===== src/rtl/intarb_pkg.sv =====
package intarb_pkg;

  typedef enum logic [1:0] {
    ENT_TRAP  = 2'd0,
    ENT_NMI   = 2'd1,
    ENT_MASK  = 2'd2,
    ENT_RESET = 2'd3
  } entry_e;

  // Request view produced by the datapath for the control
  typedef struct packed {
    logic resetReq;    // synchronised reset rising edge
    logic resetLevel;  // synchronised reset level
    logic nmiReq;      // remembered or fresh non-maskable request
    logic maskReq;     // maskable level qualified by enable
    logic trapReq;     // armed trap
  } req_t;

  // Strobes from the control to the datapath
  typedef struct packed {
    logic takeReset;
    logic takeNmi;
    logic takeMask;
    logic takeTrap;
    logic boundaryOk;  // boundary with no hold active
    logic boundary;    // raw boundary strobe
    logic resetHold;   // reset pin held high
  } ctrl_strobes_t;

endpackage


===== src/rtl/intarb_sync.sv =====
module intarb_sync #(
  parameter int WIDTH = 3
) (
  input  logic             clk,
  input  logic             rstN,
  input  logic [WIDTH-1:0] asyncIn,
  output logic [WIDTH-1:0] syncOut
);

  logic [WIDTH-1:0] firstQ;
  logic [WIDTH-1:0] secondQ;

  for (genvar i = 0; i < WIDTH; i++) begin : g_bit
    // first stage on the falling edge
    always_ff @(negedge clk or negedge rstN) begin
      if (!rstN) firstQ[i] <= 1'b0;
      else       firstQ[i] <= asyncIn[i];
    end
    // second stage on the rising edge
    always_ff @(posedge clk or negedge rstN) begin
      if (!rstN) secondQ[i] <= 1'b0;
      else       secondQ[i] <= firstQ[i];
    end
  end

  assign syncOut = secondQ;

endmodule


===== src/rtl/intarb_ctrl.sv =====
module intarb_ctrl
  import intarb_pkg::*;
(
  input  req_t          reqs,
  input  logic          instrBoundary,
  input  logic          delayHold,
  input  logic          segWrite,
  input  logic          prefixActive,
  output ctrl_strobes_t strobes
);

  logic boundaryOk;
  logic gateOpen;

  assign boundaryOk = instrBoundary & ~delayHold & ~segWrite & ~prefixActive;
  assign gateOpen   = boundaryOk & ~reqs.resetLevel;

  always_comb begin
    strobes            = '0;
    strobes.boundary   = instrBoundary;
    strobes.boundaryOk = boundaryOk;
    strobes.resetHold  = reqs.resetLevel;
    strobes.takeReset  = reqs.resetReq;
    if (gateOpen) begin
      if (reqs.nmiReq)        strobes.takeNmi  = 1'b1;
      else if (reqs.maskReq)  strobes.takeMask = 1'b1;
      else if (reqs.trapReq)  strobes.takeTrap = 1'b1;
    end
  end

endmodule


===== src/rtl/intarb_dp.sv =====
module intarb_dp
  import intarb_pkg::*;
#(
  parameter int VEC_W    = 8,
  parameter int TRAP_VEC = 1,
  parameter int NMI_VEC  = 2
) (
  input  logic             clk,
  input  logic             rstN,
  input  logic             nmiSync,
  input  logic             intrSync,
  input  logic             resetSync,
  input  logic             trapFlag,
  input  logic             intEnable,
  input  ctrl_strobes_t    strobes,
  output req_t             reqs,
  output logic             takePulse,
  output logic [1:0]       entrySel,
  output logic             vecFixed,
  output logic [VEC_W-1:0] vecNum
);

  localparam logic [VEC_W-1:0] TrapVecL = VEC_W'(TRAP_VEC);
  localparam logic [VEC_W-1:0] NmiVecL  = VEC_W'(NMI_VEC);

  logic nmiPrev, resetPrev, nmiPending, trapArm;

  assign reqs.resetReq   = resetSync & ~resetPrev;
  assign reqs.resetLevel = resetSync;
  assign reqs.nmiReq     = nmiPending | (nmiSync & ~nmiPrev);
  assign reqs.maskReq    = intrSync & intEnable;
  assign reqs.trapReq    = trapArm;

  always_ff @(posedge clk or negedge rstN) begin
    if (!rstN) begin
      nmiPrev    <= 1'b0;
      resetPrev  <= 1'b0;
      nmiPending <= 1'b0;
      trapArm    <= 1'b0;
    end else begin
      nmiPrev   <= nmiSync;
      resetPrev <= resetSync;
      if (strobes.resetHold || strobes.takeNmi) nmiPending <= 1'b0;
      else                                      nmiPending <= reqs.nmiReq;
      if (strobes.resetHold)
        trapArm <= 1'b0;
      else if (strobes.boundaryOk)
        trapArm <= trapFlag & ~(strobes.takeNmi | strobes.takeMask);
      else if (strobes.boundary)
        trapArm <= trapArm | trapFlag;
    end
  end

  logic             takeNext;
  entry_e           selNext;
  logic             fixedNext;
  logic [VEC_W-1:0] vecNext;

  always_comb begin
    takeNext  = 1'b0;
    selNext   = ENT_TRAP;
    fixedNext = 1'b0;
    vecNext   = '0;
    if (strobes.takeReset) begin
      takeNext = 1'b1;
      selNext  = ENT_RESET;
    end else if (strobes.takeNmi) begin
      takeNext  = 1'b1;
      selNext   = ENT_NMI;
      fixedNext = 1'b1;
      vecNext   = NmiVecL;
    end else if (strobes.takeMask) begin
      takeNext = 1'b1;
      selNext  = ENT_MASK;
    end else if (strobes.takeTrap) begin
      takeNext  = 1'b1;
      selNext   = ENT_TRAP;
      fixedNext = 1'b1;
      vecNext   = TrapVecL;
    end
  end

  always_ff @(posedge clk or negedge rstN) begin
    if (!rstN) begin
      takePulse <= 1'b0;
      entrySel  <= 2'd0;
      vecFixed  <= 1'b0;
      vecNum    <= '0;
    end else begin
      takePulse <= takeNext;
      entrySel  <= selNext;
      vecFixed  <= fixedNext;
      vecNum    <= vecNext;
    end
  end

endmodule


===== src/rtl/intarb_top.sv =====
module intarb_top
  import intarb_pkg::*;
#(
  parameter int VEC_W    = 8,
  parameter int TRAP_VEC = 1,
  parameter int NMI_VEC  = 2
) (
  input  logic             clk,
  input  logic             rstN,
  input  logic             nmiPin,
  input  logic             intrPin,
  input  logic             resetPin,
  input  logic             trapFlag,
  input  logic             intEnable,
  input  logic             instrBoundary,
  input  logic             delayHold,
  input  logic             segWrite,
  input  logic             prefixActive,
  output logic             takePulse,
  output logic [1:0]       entrySel,
  output logic             vecFixed,
  output logic [VEC_W-1:0] vecNum
);

  localparam int PinCount = 3;

  logic [PinCount-1:0] pinSync;
  req_t                reqs;
  ctrl_strobes_t       strobes;

  intarb_sync #(.WIDTH(PinCount)) sync_i (
    .clk     (clk),
    .rstN    (rstN),
    .asyncIn ({resetPin, intrPin, nmiPin}),
    .syncOut (pinSync)
  );

  intarb_ctrl ctrl_i (
    .reqs          (reqs),
    .instrBoundary (instrBoundary),
    .delayHold     (delayHold),
    .segWrite      (segWrite),
    .prefixActive  (prefixActive),
    .strobes       (strobes)
  );

  intarb_dp #(.VEC_W(VEC_W), .TRAP_VEC(TRAP_VEC), .NMI_VEC(NMI_VEC)) dp_i (
    .clk       (clk),
    .rstN      (rstN),
    .nmiSync   (pinSync[0]),
    .intrSync  (pinSync[1]),
    .resetSync (pinSync[2]),
    .trapFlag  (trapFlag),
    .intEnable (intEnable),
    .strobes   (strobes),
    .reqs      (reqs),
    .takePulse (takePulse),
    .entrySel  (entrySel),
    .vecFixed  (vecFixed),
    .vecNum    (vecNum)
  );

endmodule


===== config.mk =====
export PLATFORM = sky130hd
export DESIGN_NAME = intarb_top
export DESIGN_NICKNAME = d
export VERILOG_FILES = /design/src/rtl/intarb_pkg.sv /design/src/rtl/intarb_sync.sv /design/src/rtl/intarb_ctrl.sv /design/src/rtl/intarb_dp.sv /design/src/rtl/intarb_top.sv
export SDC_FILE = /design/constraint.sdc
export NUM_CORES = 1
export LEC_CHECK = 0
export BUFFER_PORTS_ARGS = -buffer_cell sky130_fd_sc_hd__buf_4
export CAP_MARGIN = 20
export CORE_AREA = 3 3 40 42
export CTS_BUF_LIST = sky130_fd_sc_hd__clkbuf_8
export CTS_CLUSTER_DIAMETER = 60
export DETAILED_ROUTE_END_ITERATION = 12
export DIE_AREA = 0 0 43 45
export MAX_ROUTING_LAYER = met4
export PLACE_DENSITY = 0.79
export RECOVER_POWER = 25
export SLEW_MARGIN = 20
export SYNTH_ARGS = -nofsm -noshare
export SYNTH_HDL_FRONTEND = slang
export SYNTH_HIERARCHICAL = 1
export SYNTH_SLANG_ARGS = --single-unit

===== constraint.sdc =====
create_clock -name clk -period 4.6 [get_ports clk]
set_clock_uncertainty 0.15 [all_clocks]
set_input_delay 0 -clock clk [delete_from_list [all_inputs] [get_ports clk]]
set_output_delay 0 -clock clk [all_outputs]
set_load 0.02 [all_outputs]

==> reports/qor.log <==
INFO  placement      io_buffers=16
INFO  drt            vias=405
INFO  grt            number_of_antenna_violations_at_the_first_check_in_global_routing=0
INFO  clocking       worstSkewPairLatency=0.26ns
INFO  logic_synthesis post_synth_main_area_contributors=sky130_fd_sc_hd__dfrtp_1 (49%), sky130_fd_sc_hd__buf_4 (14%), sky130_fd_sc_hd__dfrtn_1 (11%)
INFO  worst_setup_path startpoint_type=primary input
INFO  worst_setup_path critical_path.endpoint_type=async pin
INFO  worst_setup_path critical-path-max-stage-delay=0.55ns
INFO  worst_setup_path reg2reg_setup_slack=1.69ns
INFO  logic_synthesis synthesized_netlist_cell_count=52
INFO  clocking       clock-root-buffer=sky130_fd_sc_hd__clkbuf_8
INFO  drt            route.final.wire_length=1050µm
INFO  layout         final_cell_mix=sky130_fd_sc_hd__dfrtp_1 (13), sky130_fd_sc_hd__buf_4 (9), sky130_fd_sc_hd__clkbuf_1 (7)
INFO  power          static-leakage-power=0.3810nW
INFO  floorplanning  core=0.001285mm²
INFO  grt            first_global_vias=432
INFO  clocking       cts_tree=done
INFO  logic_synthesis yosysWarningCount=6
INFO  timing         worst_slack=1.154ns
INFO  floorplanning  chipHeight=45µm
INFO  layout         flow.area_growth_from_synthesis=19.17%
INFO  min_path       timing.hold.worst.start=instrBoundary
INFO  worst_setup_path cp.depth=3
INFO  grt            grt_pass1_wl=1800µm
INFO  clocking       cts_buffer_depth=2
INFO  power          pwr_density_cell=357.2mW/mm²
INFO  clocking       tritoncts.num_buffers=3
INFO  layout         drive_gt1_frac=0.2319
INFO  clocking       numClockSinks=16
INFO  worst_setup_path timing_worst_setup_path_type=primary input to async pin
INFO  logic_synthesis synth_seq_area_share=0.6072
INFO  outcome        run_status=finished clean
INFO  placement      place_hpwl=693.7µm
INFO  timing         grt_setup_unrepaired=false
INFO  layout         nets=81
INFO  logic_synthesis synth_largest_type_area_fraction=0.4934
INFO  floorplanning  pin_count=23
INFO  grt            pin_count_of_the_biggest_net_entering_global_routing=10
INFO  layout         final_common_cell=sky130_fd_sc_hd__dfrtp_1
INFO  drt            postRouteAntennaNets=0
INFO  placement      worst_setup_timing_slack_at_the_placement_stage=1.716ns
INFO  worst_setup_path data_arrival_time_of_the_worst_path=1.46ns
INFO  logic_synthesis postSynthAreaPerCell=12.68µm²
INFO  floorplanning  start_util=0.5131
INFO  layout         multiInputGateArea=180.2µm²
INFO  logic_synthesis synth_area=659.4µm²
INFO  timing         setup-tns-final=0ns
INFO  placement      globalplace.congestion=0.6745
INFO  min_path       whs_endpoint=dp_i/trapArm
INFO  worst_setup_path worstPathRequired=2.61ns
INFO  worst_setup_path worstPathCellList=dlygate4sd3_1, dlygate4sd3_1, clkbuf_1
INFO  worst_setup_path path_common_cell=sky130_fd_sc_hd__dlygate4sd3_1
INFO  drt            drc=0
INFO  drt            drt-vias-per-instance=4.821
INFO  clocking       cts.htree.levels=1
INFO  worst_setup_path crit-reg2reg-launch=sync_i/firstQ[0]
INFO  timing         slew_viol_final=0
INFO  min_path       whs_path_depth=3
INFO  timing         timing.final.hold_violations=0
INFO  timing         finalHoldWorstSlack=0.008271ns
INFO  layout         antenna-diode-count=0
INFO  worst_setup_path crit_start=rstN
INFO  worst_setup_path critical_path_peak_fanout=9
INFO  logic_synthesis yosys_register_bits=16
INFO  job            maxCapViolCount=0
INFO  drt            drt_first_pass_iters=3
INFO  worst_setup_path cp.buffers_inverters=3
INFO  clocking       post-cts-setup-buffer-count=0
INFO  drt            drtIter0Drc=2
INFO  power          vdd_ir_drop_max=0.2507mV
INFO  logic_synthesis yosysUniqueCellTypes=21
INFO  clocking       post_cts_resized=0
INFO  worst_setup_path worst_path_max_delay_cell=sky130_fd_sc_hd__dlygate4sd3_1
INFO  worst_setup_path ff2ff_path_depth=0
INFO  clocking       postCtsHoldBufs=4
INFO  floorplanning  die_width=43µm
INFO  floorplanning  dieArea=0.001935mm²
INFO  layout         regArea=400.4µm²
INFO  grt            overflow=0
INFO  worst_setup_path reg2reg_to=sync_i/syncOut[0]
INFO  clocking       cts.reportedPaths.clkPinSlew=0.06ns
INFO  min_path       hold_removal_path_class=primary input to flop
INFO  drt            detail_route.wl_per_cell=12.50µm
INFO  worst_setup_path critical-path-top-delay-family=buffers and inverters
INFO  grt            grtUsageTotal=0.1452
INFO  logic_synthesis netlist.top_cell.by_area=sky130_fd_sc_hd__dfrtp_1
INFO  floorplanning  std_cell_rows=13
INFO  timing         setup_viol=0
INFO  layout         final.fill_count=119
==> Yosys cell counts <==
| library cell | number |
|---|---|
| sky130_fd_sc_hd__nor2_1 | 2 |
| sky130_fd_sc_hd__conb_1 | 1 |
| sky130_fd_sc_hd__a21o_1 | 1 |
| sky130_fd_sc_hd__nor4_2 | 1 |
| sky130_fd_sc_hd__and2_1 | 1 |
| sky130_fd_sc_hd__nor4b_2 | 1 |
| sky130_fd_sc_hd__or2_1 | 1 |
| sky130_fd_sc_hd__dfrtn_1 | 3 |
| sky130_fd_sc_hd__a21oi_1 | 1 |
| sky130_fd_sc_hd__nor3b_1 | 2 |
| sky130_fd_sc_hd__inv_1 | 2 |
| sky130_fd_sc_hd__o21a_1 | 1 |
| sky130_fd_sc_hd__nor2b_1 | 2 |
| sky130_fd_sc_hd__or4b_4 | 1 |
| sky130_fd_sc_hd__or3_1 | 1 |
| sky130_fd_sc_hd__nand2b_1 | 2 |
| sky130_fd_sc_hd__buf_4 | 12 |
| sky130_fd_sc_hd__dfrtp_1 | 13 |
| sky130_fd_sc_hd__or2_2 | 1 |
| sky130_fd_sc_hd__or3b_1 | 1 |
| sky130_fd_sc_hd__a211oi_1 | 2 |
==> area by class of cell <==
type                            count  area share
Clock buffer                        3     0.05255
Tap cell                           15     0.02389
Clock inverter                      1    0.004777
Sequential cell                    16      0.5096
Inverter                            2    0.009554
Multi-Input combinational cell     27      0.2293
Timing Repair Buffer               20      0.1704
==> sequential cells by signal, summed over array words and instances (netlist names) <==
signal / flops
dp_i/trapArm: 1
dp_i/resetPrev: 1
sync_i/firstQ: 3
dp_i/vecNum: 2
sync_i/syncOut: 3
dp_i/entrySel: 2
dp_i/vecFixed: 1
dp_i/nmiPending: 1
dp_i/nmiPrev: 1
dp_i/takePulse: 1
==> kinds of logic after synthesis <==
group,synth area share
AOI/OAI and AO/OA,0.05313
buffers and inverters,0.1480
DFF,0.6072
other,0.005687
and+or+nand+nor,0.1860
==> per-layer routing <==
layer,track usage,wire (µm),vias up
met4,0.1084,51,0
met5,-,0,-
met2,0.2635,592,19
met3,0.08367,91,8
met1,0.09870,315,192
li1,-,-,186
==> stage by stage <==
stage,total power [mW],utilization,area (µm²),std cells
after floorplan,0.1739,-,678.2,57
after global placement,0.1789,0.5657,726.9,76
after detailed placement,0.1798,0.5657,726.9,76
after CTS,0.2851,0.6319,812.0,84
after global routing,0.2970,0.6115,785.8,84
final,0.2807,0.6115,785.8,84
==> worst max path at each step <==
| stage | end | slack [ns] |
|---|---|---|
| 2_1_floorplan | sync_i/syncOut[0] | 1.73 |
| 3_3_place_gp | sync_i/syncOut[1] | 1.73 |
| 3_5_place_dp | sync_i/syncOut[0] | 1.72 |
| 4_1_cts | sync_i/firstQ[1] | 1.47 |
| 5_1_grt | sync_i/firstQ[0] | 1.05 |
| 6_report | sync_i/firstQ[1] | 1.15 |
==> power breakdown <==
| group | internal, mW | switching (mW) |
|---|---|---|
| clock network | 0.0590 | 0.0431 |
| registers | 0.148 | 0.00277 |
| logic | 0.0125 | 0.0157 |
| total | 0.219 | 0.0616 |
(Power assumes the default switching activity.)
